$ cat src/rtl/cs_bank_decoder.sv
module cs_bank_decoder #(
  parameter int NB = 8,
  parameter int AW = 32,
  parameter int LSB = 15
) (
  input  logic                  clk,
  input  logic                  rst_n,
  input  logic [AW-1:0]         addr_i,
  input  logic                  wr_i,
  input  logic [2:0]            at_i,
  input  logic                  cyc_start_i,
  input  logic                  cyc_done_i,
  input  logic                  reg_we_i,
  input  logic [$clog2(NB)-1:0] reg_bank_i,
  input  logic                  reg_opt_i,
  input  logic [AW-1:0]         reg_wdata_i,
  output logic [NB-1:0]         cs_o,
  output logic [1:0]            mach_o,
  output logic                  viol_o
);
  localparam int IW = $clog2(NB);
  localparam int CW = AW - LSB;

  logic [AW-1:0] base_q [NB];
  logic [AW-1:0] opt_q  [NB];
  logic [NB-1:0] match;
  logic          hit, bad, busy_q;
  logic [IW-1:0] win;
  logic [1:0]    mfield;

  always_ff @(posedge clk or negedge rst_n) begin
    if (!rst_n) begin
      for (int i = 0; i < NB; i++) begin
        base_q[i] <= (i == 0) ? {{(AW-1){1'b0}}, 1'b1} : '0;
        opt_q[i]  <= '0;
      end
    end else if (reg_we_i) begin
      if (reg_opt_i) opt_q[reg_bank_i]  <= reg_wdata_i;
      else           base_q[reg_bank_i] <= reg_wdata_i;
    end
  end

  for (genvar g = 0; g < NB; g++) begin : g_cmp
    assign match[g] = base_q[g][0] &&
      ((addr_i[AW-1:LSB] & opt_q[g][AW-1:LSB]) == base_q[g][AW-1:LSB]);
  end

  always_comb begin
    hit = 1'b0;
    win = '0;
    for (int i = NB-1; i >= 0; i--)
      if (match[i]) begin
        hit = 1'b1;
        win = IW'(i);
      end
  end

  assign bad    = (wr_i && base_q[win][1]) ||
                  (((at_i ^ base_q[win][7:5]) & opt_q[win][7:5]) != 3'b000);
  assign mfield = (base_q[win][3:2] == 2'd3) ? 2'd0 : base_q[win][3:2];

  always_ff @(posedge clk or negedge rst_n) begin
    if (!rst_n) begin
      busy_q <= 1'b0;
      cs_o   <= '0;
      mach_o <= '0;
      viol_o <= 1'b0;
    end else if (busy_q) begin
      if (cyc_done_i) begin
        busy_q <= 1'b0;
        cs_o   <= '0;
        mach_o <= '0;
        viol_o <= 1'b0;
      end
    end else if (cyc_start_i) begin
      busy_q <= 1'b1;
      cs_o   <= (hit && !bad) ? (NB'(1) << win) : '0;
      mach_o <= (hit && !bad) ? mfield : 2'd0;
      viol_o <= hit && bad;
    end
  end

  p_cs_onehot_r11: assert property (@(posedge clk) disable iff (!rst_n)
    $onehot0(cs_o));
  p_viol_excl_r6: assert property (@(posedge clk) disable iff (!rst_n)
    viol_o |-> cs_o == '0);
  p_hold_r8: assert property (@(posedge clk) disable iff (!rst_n)
    busy_q && !cyc_done_i |=> $stable(cs_o) && $stable(mach_o) && $stable(viol_o));
  p_release_r8: assert property (@(posedge clk) disable iff (!rst_n)
    busy_q && cyc_done_i |=> cs_o == '0 && mach_o == 2'd0 && !viol_o);
  p_idle_quiet_r10: assert property (@(posedge clk) disable iff (!rst_n)
    !busy_q && !cyc_start_i |=> cs_o == '0 && !viol_o);
endmodule

$ cat config.mk
export PLATFORM = sky130hd
export DESIGN_NAME = cs_bank_decoder
export DESIGN_NICKNAME = d
export VERILOG_FILES = /design/src/rtl/cs_bank_decoder.sv
export SDC_FILE = /design/constraint.sdc
export NUM_CORES = 1
export LEC_CHECK = 0
export ABC_AREA = 1
export BUFFER_PORTS_ARGS = -buffer_cell sky130_fd_sc_hd__buf_2
export CORE_MARGIN = 2
export CORE_UTILIZATION = 31
export CTS_BUF_LIST = sky130_fd_sc_hd__clkbuf_8
export DETAILED_ROUTE_END_ITERATION = 12
export HOLD_SLACK_MARGIN = 0.12
export PLACE_DENSITY_LB_ADDON = 0.3
export SLEW_MARGIN = 10
export SYNTH_ARGS = -nofsm -noshare
export SYNTH_HDL_FRONTEND = slang
export SYNTH_SLANG_ARGS = --single-unit
$ cat constraint.sdc
create_clock -name clk -period 2.5 [get_ports clk]
set_input_delay 0.125 -clock clk [delete_from_list [all_inputs] [get_ports clk]]
set_output_delay 0.125 -clock clk [all_outputs]
set_load 0.005 [all_outputs]
# --- Word-level counts from Yosys, hierarchy flattened ---
# Cells that the tools add are included.
classes:
  n_addsub: 0
  mul: 0
  div: 0
  magnitude_cmp: 3
  n_eq_ne: 10
  shift: 1
  muxes: 41
  bitwise: 13
  n_reduce_logical: 19
ops:
  columns: ["operator", "n"]
  rows:
  - ["256-bit bitwise mux", 2]
  - ["32-bit binary-select mux with 3-bit select", 2]
  - ["17-bit AND", 8]
  - ["17-bit equality test", 8]
  - ["32-bit demux with 3-bit select", 1]
  - ["8-bit 2-to-1 mux", 8]
  - ["32-bit 2-to-1 mux", 1]
  - ["3-bit 2-to-1 mux", 8]
  - ["1-bit 2-to-1 mux", 14]
  - ["1-bit logical AND", 12]
  - ["2-bit 2-to-1 mux", 5]
  - ["4-bit greater-or-equal comparator (second input constant)", 2]
  - ["3-bit inverter with 4-bit output", 2]
  - ["1-bit by 3-bit left shift with 8-bit output (first input constant)", 1]
  - ["2-bit AND reduction", 3]
  - ["4-bit by 1-bit less-than comparator with 1-bit output (second input constant)", 1]
  - ["3-bit AND", 1]
  - ["3-bit nonzero test", 1]
  - ["3-bit XOR", 1]
  - ["2-bit equality test (second input constant)", 1]
  - ["2-bit inequality test (second input constant)", 1]
  - ["2-bit nonzero test", 1]
  - ["1-bit zero test", 1]
  - ["1-bit logical OR", 1]
  - ["1-bit inverter", 1]
totals:
  register_bits: 524
  latchBits: 0
  mem_bits_rw: 0
  mem_bits_ro: 0
  inputBits: 77
  mem_count: 0

# --- Logic depth before layout (Yosys ltp) ---
# Gate-level depths: netlist of the first run.
depth:
  ltp_word: 24
  mapped_depth: 30
  mapped_depth_nobuf: 27

# --- Worst setup path after synthesis of the first run ---
# Ideal clock, no wire load.
synth_timing:
  path_kind: "flip-flop to flip-flop"
  start: "register opt_q[252] (netlist name)"
  end: "register cs_o[0]"
  setup_ns: 0.066
  t_arrival_ns: 2.347
  required_ns: 2.434
  path_slack_ns: 0.087
  stages_incl_launch_ff: 21
  path_buffers: 1
  synth_period_minus_slack_ns: 2.413
  path_cell_list: "dfrtp_1 > nand2_1 > or2_1 > nand2_1 > nor2_1 > nand3_1 > nor3_2 > nand3_4 > nand2_4 > inv_2 > nand2_4 > nand2_2 > or2_2 > nand3b_1 > nand2_1 > nand2_1 > nand2_1 > nor2_2 > buf_6 > nand3_2 > nand2_1"
synth_between:
  elab_chain_len: 17
synth_rtl:
  columns: ["element", "line", "rtl"]
  rows:
  - ["from (decl)", "25", "logic [AW-1:0] opt_q [NB];"]
  - ["from (signal, indexed assignment)", "38", "if (reg_opt_i) opt_q[reg_bank_i] <= reg_wdata_i;"]
  - ["17-bit AND (*)", "45", "((addr_i[AW-1:LSB] & opt_q[g][AW-1:LSB]) == base_q[g][AW-1:LSB]);"]
  - ["17-bit equality test (*)", "45", null]
  - ["1-bit logical AND (*)", "44", "assign match[g] = base_q[g][0] &&"]
  - ["3-bit 2-to-1 mux", "52", "if (match[i]) begin"]
  - ["3-bit inverter with 4-bit output (implied by the code)", "58, 59", null]
  - ["32-bit binary-select mux with 3-bit select", "58, 59", null]
  - ["8-bit 2-to-1 mux (2 in series)", null, null]
  - ["3-bit XOR", "59", "(((at_i ^ base_q[win][7:5]) & opt_q[win][7:5]) != 3'b000);"]
  - ["3-bit AND", "59", null]
  - ["3-bit nonzero test", "59", null]
  - ["1-bit logical OR", "58", "assign bad = (wr_i && base_q[win][1]) ||"]
  - ["1-bit zero test", "77", "cs_o <= (hit && !bad) ? (NB'(1) << win) : '0;"]
  - ["1-bit logical AND", "77", null]
  - ["8-bit 2-to-1 mux (*)", "77", null]
  - ["8-bit 2-to-1 mux (*)", "75", "end else if (cyc_start_i) begin"]
  - ["8-bit 2-to-1 mux (*)", "68", "end else if (busy_q) begin"]
  - ["to (signal assigned)", "77", null]
  - ["to (decl)", "17", "output logic [NB-1:0] cs_o,"]
# Mark *: on every way between the ends. The rest lies on a longest branch, timed or not. The select of a mux whose other input is x is not followed.
# A chain may end at the register's enable or synchronous reset.

# --- Worst setup path after layout of the first run ---
layout_timing:
  start: "register opt_q[114] (netlist name)"
  end: "register viol_o"
layout_between:
  elab_chain_len: 19
layout_rtl:
  columns: ["element", "line", "rtl"]
  rows:
  - ["17-bit AND (*)", "45", null]
  - ["17-bit equality test (*)", "45", null]
  - ["1-bit logical AND (*)", "44", null]
  - ["3-bit 2-to-1 mux (5 in series)", "52", null]
  - ["3-bit inverter with 4-bit output (implied by the code)", "58, 59", null]
  - ["32-bit binary-select mux with 3-bit select", "58, 59", null]
  - ["8-bit 2-to-1 mux (2 in series)", null, null]
  - ["3-bit XOR", "59", null]
  - ["3-bit AND", "59", null]
  - ["3-bit nonzero test", "59", null]
  - ["1-bit logical OR", "58", null]
  - ["1-bit logical AND (*)", "79", "viol_o <= hit && bad;"]
  - ["1-bit 2-to-1 mux (*)", "75", null]
  - ["1-bit 2-to-1 mux (*)", "68", null]
  - ["to (signal assigned)", "79", null]
  - ["to (decl)", "19", "output logic viol_o"]
# Marks and branches as above.

==> results of run 1 <==
-- sequential cells by signal, indices dropped and copies added, names as in the netlist --
signal  cells
base_q    192
opt_q     160
cs_o        8
mach_o      2
busy_q      1
viol_o      1
-- worst max-delay path: stages, from the launching register on --
cell and delay [ps]:
dfrtp_1 400, nand2_2 110, or2_2 140, nand2_1 60
nor2_1 90, nand2_1 70, nor2_2 180, nand3_2 180
nand2_1 110, nand2_1 60, nand2_2 80, nand2_4 80
buf_12 140, buf_4 140, nand4_1 70, nand2_1 80
nor2_1 90, nand2_1 70, nand2_1 60, nand2_1 50
nand3_1 60, nand2_1 80, nor2_4 110, buf_12 150
o21ai_0 80
-- where the power goes --
| part | internal [W] | switching (W) | leakage, nW |
|---|---|---|---|
| sequential | 0.00713 | 0.000810 | 4.52 |
| clock | 0.00289 | 0.00264 | 0.740 |
| combinational | 0.00212 | 0.00252 | 5.78 |
-- cells in the mapped netlist (2+ instances only) --
cell type  instances
buf_1              3
nand3_2           15
buf_2              4
nand3b_1          18
nand2_2            5
o21ai_0          316
nand2_1          720
dfrtp_1          363
clkinv_1           2
o21ai_2            2
nor4b_1            5
inv_2              7
nor3b_1            4
buf_4             13
nand2_4            3
xnor2_1           17
nor2_1           179
clkbuf_1          91
nand4_1           49
a2111oi_0          2
nor3_1            27
a21oi_1           68
nor2_2             2
o2111ai_1          2
xor2_1            18
nor4_1             9
or2_2             20
nor3_2             4
buf_6              4
nand3_1           99
nand3_4            3
inv_1            155
or2_1             11
o21ai_1           10
-- cells by family after synthesis --
group           after synthesis  synth area share (%)
compound gates              404                  11.6
xor+xnor                     35                  1.73
buf+inv                     282                  6.48
flops                       364                  51.3
simple gates               1176                  28.9
-- per-layer routing --
metal  GRT usage, %  up-vias  wire length, um
li1               -     7934                -
met1           27.9     7801            27500
met2           32.9      433            27400
met3           3.93       87             3420
met4           5.03        0             1060
met5              0        -                0
-- worst min-delay path by stage --
stage	start	end	slack [ps]	depth (start not counted)
after CTS	reg_opt_i	opt_q[145]	130	5
after global placement	rst_n	opt_q[197]	40	1
after global routing	reg_opt_i	opt_q[145]	170	5
after floorplan	rst_n	base_q[0]	-170	0
final	reg_opt_i	opt_q[145]	160	5
after detailed placement	rst_n	opt_q[135]	40	1
-- area by class of cell --
class / instances / area share, %
Sequential cell: 364 / 40.6
Clock inverter: 37 / 0.932
Tap cell: 756 / 4.22
Multi-Input combinational cell: 1615 / 34.3
Clock buffer: 76 / 4.66
Timing Repair Buffer: 364 / 12.4
Inverter: 167 / 2.85
-- through the flow --
| stage | total power, W | worst slack (ps) | cell area (um^2) | instances | hold WS, ps |
|---|---|---|---|---|---|
| 2_1_floorplan | 0.0104 | 87.0 | 17800 | 2261 | -171 |
| 3_3_place_gp | 0.0124 | -601 | 20600 | 3227 | 36.3 |
| 3_5_place_dp | 0.0125 | -663 | 20600 | 3227 | 40.0 |
| 4_1_cts | 0.0182 | -344 | 22400 | 3378 | 132 |
| 5_1_grt | 0.0193 | -539 | 22400 | 3379 | 173 |
| 6_report | 0.0181 | -360 | 22400 | 3379 | 164 |
-- repair_timing --
item | CTS | global route
hold buffers | 37 | 0
setup endpoints to repair | 11 | 11
pin swaps | 6 | 4
hold endpoints to repair | 598 | 0
cloned | 0 | 0
gates resized for setup | 24 | 17
setup buffers | 1 | 1
==> key figures, run 1 <==
Status
  • Status: finished, violations left
  • Failing checks: setup timing

Floorplanning
  • Chip Width: between 200 and 250 um
  • Ports: between 80 and 90
  • Core area: between 50000 and 60000 um^2
  • Initial core utilization: 31.4%
  • Std cell rows: 87
  • Die Y-Extent: 243 um
  • Die ar.: 59200 um^2

Worst setup path
  • R2R Setup Slk: -360 ps
  • CP max FO: 11
  • Critical Path Sink Type: register
  • Worst setup path startpoint: opt_q[114]
  • Required @ worst endpoint: 3030 ps
  • Crit path kind: register to register
  • Worst-case reg-to-reg path depth: 24
  • End of the worst register-to-register path: viol_o
  • CP startpoint kind: register
  • Worst Setup EP: viol_o
  • Worst R2R Start: opt_q[114]
  • WP data arrival: 3390 ps

Clock tree
  • Clk Tree Root Cell: clkbuf_8
  • H-tree levels: 3
  • Clock slew at reported path FFs: ~60 ps
  • Clock Sink Count: 364
  • CTS Buffer Depth: 3
  • Total CTS buffers: 67
  • CTS tree: built
  • Worst skew pair latency: 680 ps

Final layout
  • Share of cells above drive strength 1: 19.9%
  • Area of the multi-input gates: 7690 um^2
  • Layout Nets: 2656
  • Final core occ: 39.7%
  • Fill count: 5829
  • Diodes inserted: 0
  • P&R area growth vs syn: 26.3%
  • Most frequent cells in the layout: nand2_1, dfrtp_1, o21ai_0
  • Register Area: 9110 um^2
  • Most common cell after layout, fill and taps aside: nand2_1

Yosys
  • Yosys top cell area share: between 50% and 60%
  • Syn_area_per_cell: just under 8 um^2
  • Post-Syn Instances: 2261
  • Seq/Total Area, Yosys: 51.3%
  • Async SR Flop Fraction: 100%
  • Synth top area cells: dfrtp_1, nand2_1, o21ai_0
  • Number of enable flip-flop cells after synthesis: 0
  • Top_reg_cell synth: dfrtp_1
  • Distinct cells, synth: 45
  • Synth warn: 0
  • Mapped Nets: 2338
  • Mapped Area: 17800 um^2
  • #FFs+latches synth: about 360
  • Area leader, netlist: dfrtp_1

STA
  • Fin. max-slew vios: 0
  • Setup ws final: -360 ps
  • Slew margin rel.: 44.9%
  • Highest clock rate: between 300 and 400 MHz
  • Hold Violations, Final: 0
  • Final setup viols: 11
  • Post-layout min period: 2860 ps
  • Worst slew pin tran: 825 ps
  • Worst Clk Skew: between 40 and 50 ps
  • Total negative slack: -3810 ps
  • RSZ-0062 raised after global routing: yes
  • Fin crit share: 114%

Route
  • Pre-Repair DR Iteration Count: 6
  • Wire per inst: 17.6 um
  • Iteration-0 DRC Markers: 1255
  • Post-DRT Antenna Nets: 0
  • Via count: between 15000 and 20000
  • Wirelength, routed: just under 60000 um
  • DRC Markers: 0
  • Vias per cell: around 4.8

Min path
  • Worst hold path type: input pin to register

Power and ir drop
  • Power density over the cells: a little over 800 nW/um^2
  • Peak supply drop: between 0.4 and 0.5 mV
  • Leak: ~11 nW

Placed design
  • Port Buffers: 64
  • Gpl congestion: approximately 0.90
  • Hpwl dp: 42500 um

Global route
  • Vias in the first global route: about 16000
  • Antenna violations before repair: 1
  • GR Overflow Total: 0
  • Largest net degree at the start of global routing: just under 90
  • First-pass GRT wire length: 93100 um
  • GRT Util Overall: slightly above 20%

Flow run
  • Maxcap violations: 0
No activity file was read; power rests on OpenSTA's default activity.
==> inputs of run 2 (changes only) <==
- clock period: 2.5 -> 3.3 ns (I/O delays scaled with it)
==> run 2 against run 1 <==
  * The run now ends clean
  * Wire length down 5.9%
  * Worst hold slack better by 9.6 ps
  * Combinational power down 41%
==> key figures, run 2 (same netlist as run 1, synthesis figures left out) <==
Status
  • Status: complete, no violations

Clock tree
  • Clk Tree Root Cell: clkbuf_8
  • CTS tree: built
  • CTS Buffer Depth: 3 (unchanged)
  • Total CTS buffers: 67 (unchanged)
  • Clock slew at reported path FFs: 60 ps (about the same)
  • Post-CTS Setup Inserts: 0 (-1)
  • H-tree levels: 3 (unchanged)
  • Worst skew pair latency: 640 ps (-40 ps)
  • Clock Sink Count: 364 (unchanged)

Floorplanning
  • Chip Width: 243 um (unchanged)
  • Initial core utilization: 31.4% (unchanged)
  • Core area: 56500 um^2 (unchanged)
  • Die ar.: 59200 um^2 (unchanged)
  • Die Y-Extent: 243 um (unchanged)
  • Std cell rows: 87 (unchanged)
  • Ports: 88 (unchanged)

Route
  • Post-DRT Antenna Nets: 0 (unchanged)
  • Via count: 15500 (-4.9%)
  • Wire per inst: 17.6 um (+0.26%)
  • Wirelength, routed: 55800 um (-5.9%)
  • Vias per cell: 4.87 (+1.3%)
  • Iteration-0 DRC Markers: 1377 (+9.7%)
  • DRC Markers: 0 (unchanged)
  • Pre-Repair DR Iteration Count: 5 (-1)

Worst setup path
  • WP data arrival: 3580 ps (+190 ps)
  • Crit-path slowest cell: dfrtp_1
  • Crit path kind: register to register
  • CP max FO: 11 (unchanged)
  • R2R Setup Slk: 230 ps (+590 ps)
  • End of the worst register-to-register path: cs_o[3]
  • Worst setup path startpoint: opt_q[147]
  • Slowest stage delay, CP: 380 ps (-20 ps)
  • Worst Setup EP: cs_o[3]
  • Required @ worst endpoint: 3810 ps (+780 ps)
  • CP Cell Sequence: nand2_1 -> xor2_1 -> nand2_1 -> nor3_2 -> nand3_2 -> nand2_1 -> inv_2 -> nand2_1 -> nand2_4 -> nand3_4 -> clkinv_2 -> nand2_1 -> nand2_1 -> nor2_1 -> nand2_1 -> nand2_1 -> nand3_1 -> nand2_1 -> nor2_2 -> buf_12 -> nand3_2 -> nand2_1
  • Worst-case reg-to-reg path depth: 22 (-8.3%)
  • Critical Path Sink Type: register
  • CP startpoint kind: register
  • Crit-path most repeated cell: nand2_1
  • Worst R2R Start: opt_q[147]

Global route
  • Largest net degree at the start of global routing: 95 (+6.7%)
  • GRT Util Overall: 19.2% (-1.2 points)
  • GR Overflow Total: 0 (unchanged)
  • Vias in the first global route: 15200 (-6.3%)
  • First-pass GRT wire length: 87600 um (-5.9%)
  • Antenna violations before repair: 0 (-1)

STA
  • Worst slew pin tran: 1020 ps (+196 ps)
  • Post-layout min period: 3070 ps (+207 ps)
  • Final setup viols: 0 (-11)
  • Hold_ws: 174 ps (+9.64 ps)
  • Hold Violations, Final: 0 (unchanged)
  • Worst Clk Skew: 21.0 ps (-19.9 ps)
  • Fin crit share: 93.0% (-21 points)
  • Setup ws final: 233 ps (+593 ps)
  • Slew margin rel.: 31.7% (-13 points)
  • Highest clock rate: 326 MHz (-6.8%)
  • Fin. max-slew vios: 0 (unchanged)

Power and ir drop
  • P_sw: 0.00421 W (-30%)
  • Seq pwr share: 46.2% (+2.4 points)
  • Comb power frac: 21.3% (-4.3 points)
  • Leak: 10.1 nW (-8.7%)
  • Switch share: 32.5% (-0.48 points)
  • Peak supply drop: 0.231 mV (-51%)
  • Power density over the cells: 624 nW/um^2 (-23%)
  • Internal power: 0.00875 W (-28%)
  • Clock share of power: 32.5% (+1.9 points)
  • Pwr Total: 0.0130 W (-28%)

Final layout
  • Area of the multi-input gates: 7560 um^2 (-1.7%)
  • Post-route cell area: 20800 um^2 (-7.4%)
  • Register Area: 9110 um^2 (about the same)
  • Fill count: 5838 (+0.15%)
  • Diodes inserted: 0 (unchanged)
  • Number of flip-flops in the largest register: 192 (unchanged)
  • Most frequent cells in the layout: nand2_1, dfrtp_1, o21ai_0
  • Most common cell after layout, fill and taps aside: nand2_1
  • Largest regs: base_q (192), opt_q (160), cs_o (8)
  • Final non-filler cell total: 3170 (-6.2%)
  • Share of cells above drive strength 1: 12.2% (-7.6 points)
  • Layout Nets: 2444 (-8.0%)
  • P&R area growth vs syn: 17.0%
  • Biggest register: base_q

Min path
  • Worst hold path type: input pin to asynchronous set/reset pin

Placed design
  • Hpwl dp: 38600 um (-9.1%)
  • Dpl cells: 3027 (-6.2%)
  • Port Buffers: 64 (unchanged)
  • Place WS: 57.7 ps (+721 ps)
  • Placed Area: 19200 um^2 (-7.0%)
  • Gpl congestion: 0.895 (-0.40%)

Flow run
  • Maxcap violations: 0 (unchanged)
## run 2: final cells by class
class | instances | share of cell area, %
well taps | 756 | 4.55
multi-input cells | 1615 | 36.4
flip-flops and latches | 364 | 43.9
clock inverters | 32 | 0.693
inverters | 167 | 3.06
repair buffers | 152 | 5.88
clock buffers | 84 | 5.57
## run 2: through the flow
stage                     utilization [%]  setup TNS, ps
final                                36.8              0
after global routing                 36.8         -0.857
after CTS                            36.7              0
after detailed placement             34.0              0
after global placement               34.0              0
after floorplan                         -              0
## run 2: worst min-delay path by stage
stage,to,startpoint,slack [ps],cells past startpoint
2_1_floorplan,base_q[0],rst_n,-130,0
3_5_place_dp,opt_q[133],rst_n,280,1
5_1_grt,mach_o[1],at_i[0],200,8
4_1_cts,cs_o[5],at_i[2],140,8
3_3_place_gp,opt_q[69],rst_n,280,1
6_report,opt_q[69],rst_n,170,2
## run 2: critical path: cells and delay by family (launching register included)
kind | cells | cell delay [ps]
simple gates | 18 | 1990
xor+xnor | 1 | 170
buf+inv | 3 | 390
flops | 1 | 380
## run 2: layer usage
| metal | up-vias | part of all wire (%) | GRT usage, % | wire [um] |
|---|---|---|---|---|
| met4 | 0 | 3.2 | 7.34 | 1760 |
| met1 | 7371 | 45 | 26.1 | 25200 |
| li1 | 7524 | - | - | - |
| met5 | - | 0 | 0 | 0 |
| met2 | 458 | 45 | 30.4 | 25300 |
| met3 | 100 | 6.3 | 3.39 | 3540 |
## run 2: repair_timing
| item | CTS | global route |
|---|---|---|
| hold buffers | 27 | 0 |
| endpoints found under the setup margin | 0 | 11 |
| endpoints found under the hold margin | 236 | 0 |
| gates resized for setup | 0 | 5 |
## run 2: power groups by stage
stage                     clock network (W)  logic (W)  registers [W]
after detailed placement                  0    0.00272        0.00604
after global placement                    0    0.00266        0.00600
after CTS                           0.00432    0.00276        0.00598
final                               0.00422    0.00276        0.00599
after global routing                0.00453    0.00319        0.00611
after floorplan                           0    0.00195        0.00590
==> inputs of run 3 (changes only) <==
- CORE_UTILIZATION: 31 -> 35
- GPL_ROUTABILITY_DRIVEN: unset -> 0
==> run 3 against run 2 <==
  * Critical path depth down 1
  * Combinational power rose by 2%
  * Utilization increased by 4.7 points
  * Register-to-register slack barely moved
  * Worst hold slack got worse by 6.4 ps
  * Largest power group unchanged
==> key figures, run 3 (same netlist as run 1, synthesis figures left out) <==
Status
  • Status: complete, no violations

Clock tree
  • CTS tree: built
  • Total CTS buffers: 66 (-1.5%)
  • CTS Buffer Depth: 3 (unchanged)
  • Clock Sink Count: 364 (unchanged)
  • H-tree levels: 3 (unchanged)
  • Worst skew pair latency: 630 ps (about the same)
  • Clock slew at reported path FFs: 60 ps (about the same)
  • Clk Tree Root Cell: clkbuf_8

Power and ir drop
  • Switch share: 32.2% (-0.31 points)
  • P_sw: 0.00420 W (-0.31%)
  • Internal power: 0.00885 W (+1.1%)
  • Peak supply drop: 0.234 mV (+1.2%)
  • Power density over the cells: 628 nW/um^2 (+0.52%)
  • Comb power frac: 21.5% (+0.2 points)
  • Leak: 10.2 nW (+0.88%)
  • Clock share of power: 32.5% (about the same)
  • Seq pwr share: 45.9% (-0.3 points)

STA
  • Final setup viols: 0 (unchanged)
  • Worst slew pin tran: 1010 ps (-9.20 ps)
  • Total negative slack: 0 ps (unchanged)
  • Highest clock rate: 326 MHz (-0.12%)
  • Hold_ws: 168 ps (-6.43 ps)
  • Slew margin rel.: 32.3% (+0.61 points)
  • Fin. max-slew vios: 0 (unchanged)
  • Setup ws final: 229 ps (-3.67 ps)
  • Post-layout min period: 3070 ps (+3.67 ps)
  • RSZ-0062 raised after global routing: no
  • Hold Violations, Final: 0 (unchanged)
  • Fin crit share: 93.1% (+0.11 points)
  • Worst Clk Skew: 52.6 ps (+31.6 ps)

Route
  • Iteration-0 DRC Markers: 1439 (+4.5%)
  • DRC Markers: 0 (unchanged)
  • Vias per cell: 4.99 (+2.5%)
  • Post-DRT Antenna Nets: 0 (unchanged)
  • Wire per inst: 17.7 um (+0.79%)
  • Via count: 15500 (+0.42%)
  • Wirelength, routed: 55100 um (-1.2%)
  • Pre-Repair DR Iteration Count: 6 (+1)

Worst setup path
  • Slowest stage delay, CP: 420 ps (+40 ps)
  • Worst R2R Start: opt_q[115]
  • CP top delay family: simple AND/OR/NAND/NOR gates
  • Worst-case reg-to-reg path depth: 21 (-4.5%)
  • CP startpoint kind: register
  • R2R Setup Slk: 230 ps (about the same)
  • Crit-path most repeated cell: nand2_1
  • Crit path kind: register to register
  • Crit-path slowest cell: xnor2_1
  • Required @ worst endpoint: 3830 ps (+20 ps)
  • End of the worst register-to-register path: mach_o[1]
  • Crit path buf inv count: 2 (-1)
  • CP max FO: 8 (-3)
  • WP data arrival: 3600 ps (+20 ps)
  • Critical Path Sink Type: register
  • CP Cell Sequence: nand2_1 -> xnor2_1 -> nor2_1 -> nand2_1 -> nor2_1 -> nand3_1 -> nand3_2 -> nand2_1 -> nand2_4 -> nand3_4 -> clkinv_2 -> buf_4 -> nand2_1 -> nand2_1 -> a21oi_1 -> nand3_2 -> nand2_1 -> nand2_1 -> nor2_1 -> nand3_2 -> nand2_1

Final layout
  • Most common cell after layout, fill and taps aside: nand2_1
  • Number of flip-flops in the largest register: 192 (unchanged)
  • Most frequent cells in the layout: nand2_1, dfrtp_1, o21ai_0
  • Biggest register: base_q
  • Fill count: 5114 (-12%)
  • Largest regs: base_q (192), opt_q (160), cs_o (8)
  • P&R area growth vs syn: 17.1%
  • Share of cells above drive strength 1: 12.9% (+0.69 points)
  • Layout Nets: 2464 (+0.82%)
  • Register Area: 9110 um^2 (unchanged)
  • Area of the multi-input gates: 7550 um^2 (about the same)
  • Final non-filler cell total: 3107 (-2.0%)

Placed design
  • Place WS: -97.6 ps (-155 ps)
  • Port Buffers: 64 (unchanged)
  • Hpwl dp: 38100 um (-1.3%)
  • Dpl cells: 2960 (-2.2%)

Floorplanning
  • Std cell rows: 82 (-5.7%)
  • Initial core utilization: 35.4% (+4.0 points)
  • Chip Width: 229 um (-5.8%)
  • Die Y-Extent: 229 um (-5.8%)
  • Die ar.: 52600 um^2 (-11%)
  • Core area: 50200 um^2 (-11%)
  • Ports: 88 (unchanged)

Global route
  • Antenna violations before repair: 2 (+2)
  • Vias in the first global route: 15100 (-1.1%)
  • GRT Util Overall: 21.2% (+2.1 points)
  • Largest net degree at the start of global routing: 98 (+3.2%)
  • GR Overflow Total: 0 (unchanged)
  • First-pass GRT wire length: 86100 um (-1.7%)

Min path
  • Hold path start: reg_bank_i[0]
  • Hold endpoint: base_q[215]
  • Worst hold path type: input pin to register
  • Hold Crit Depth: 4

Flow run
  • Maxcap violations: 0 (unchanged)
-- run 3: worst max path at each step --
stage	start	to	slack, ps	cells after the start
2_1_floorplan	opt_q[252]	cs_o[0]	890	20
6_report	opt_q[115]	mach_o[1]	230	21
4_1_cts	opt_q[115]	mach_o[0]	10	23
3_3_place_gp	addr_i[29]	mach_o[0]	-80	22
5_1_grt	opt_q[154]	mach_o[1]	9	24
3_5_place_dp	addr_i[30]	viol_o	-100	21
-- run 3: through the flow --
step                      area (um^2)  power [W]  utilization, %
after floorplan                 17800    0.00785               -
after detailed placement        19100    0.00879            38.1
after CTS                       20800     0.0131            41.4
final                           20800     0.0131            41.5
after global routing            20800     0.0139            41.4
after global placement          19100    0.00869            38.1
-- run 3: tightest hold or removal path: stages --
cell	delay, ps
buf_2	150
nand3_1	110
buf_4	210
o21ai_0	90
-- run 3: power by group through the flow --
stage | Combinational [W] | Sequential, W | Clock (W)
2_1_floorplan | 0.00195 | 0.00590 | 0
3_3_place_gp | 0.00268 | 0.00602 | 0
3_5_place_dp | 0.00275 | 0.00605 | 0
4_1_cts | 0.00279 | 0.00598 | 0.00437
5_1_grt | 0.00322 | 0.00611 | 0.00456
6_report | 0.00281 | 0.00600 | 0.00425
-- run 3: repair_timing --
action,CTS,global route
buffers inserted,0,1
setup endpoints to repair,0,11
hold buffers,30,0
hold endpoints to repair,422,0
resized for setup,0,5
-- run 3: final cells by class --
class	instances	area share (%)
sequential	364	43.8
multi-input combinational	1615	36.3
inverter	167	3.06
clock inverter	31	0.848
antenna	2	0.0241
timing repair buffer	173	6.41
clock buffer	83	5.49
tap	672	4.04
-- run 3: metal layers --
metal / vias to the layer above / part of all wire [%] / track usage (%)
met5: - / 0.015 / 0
met1: 7415 / 47 / 30.0
li1: 7554 / - / -
met4: 2 / 3.3 / 7.65
met3: 101 / 5.7 / 3.80
met2: 446 / 44 / 32.7
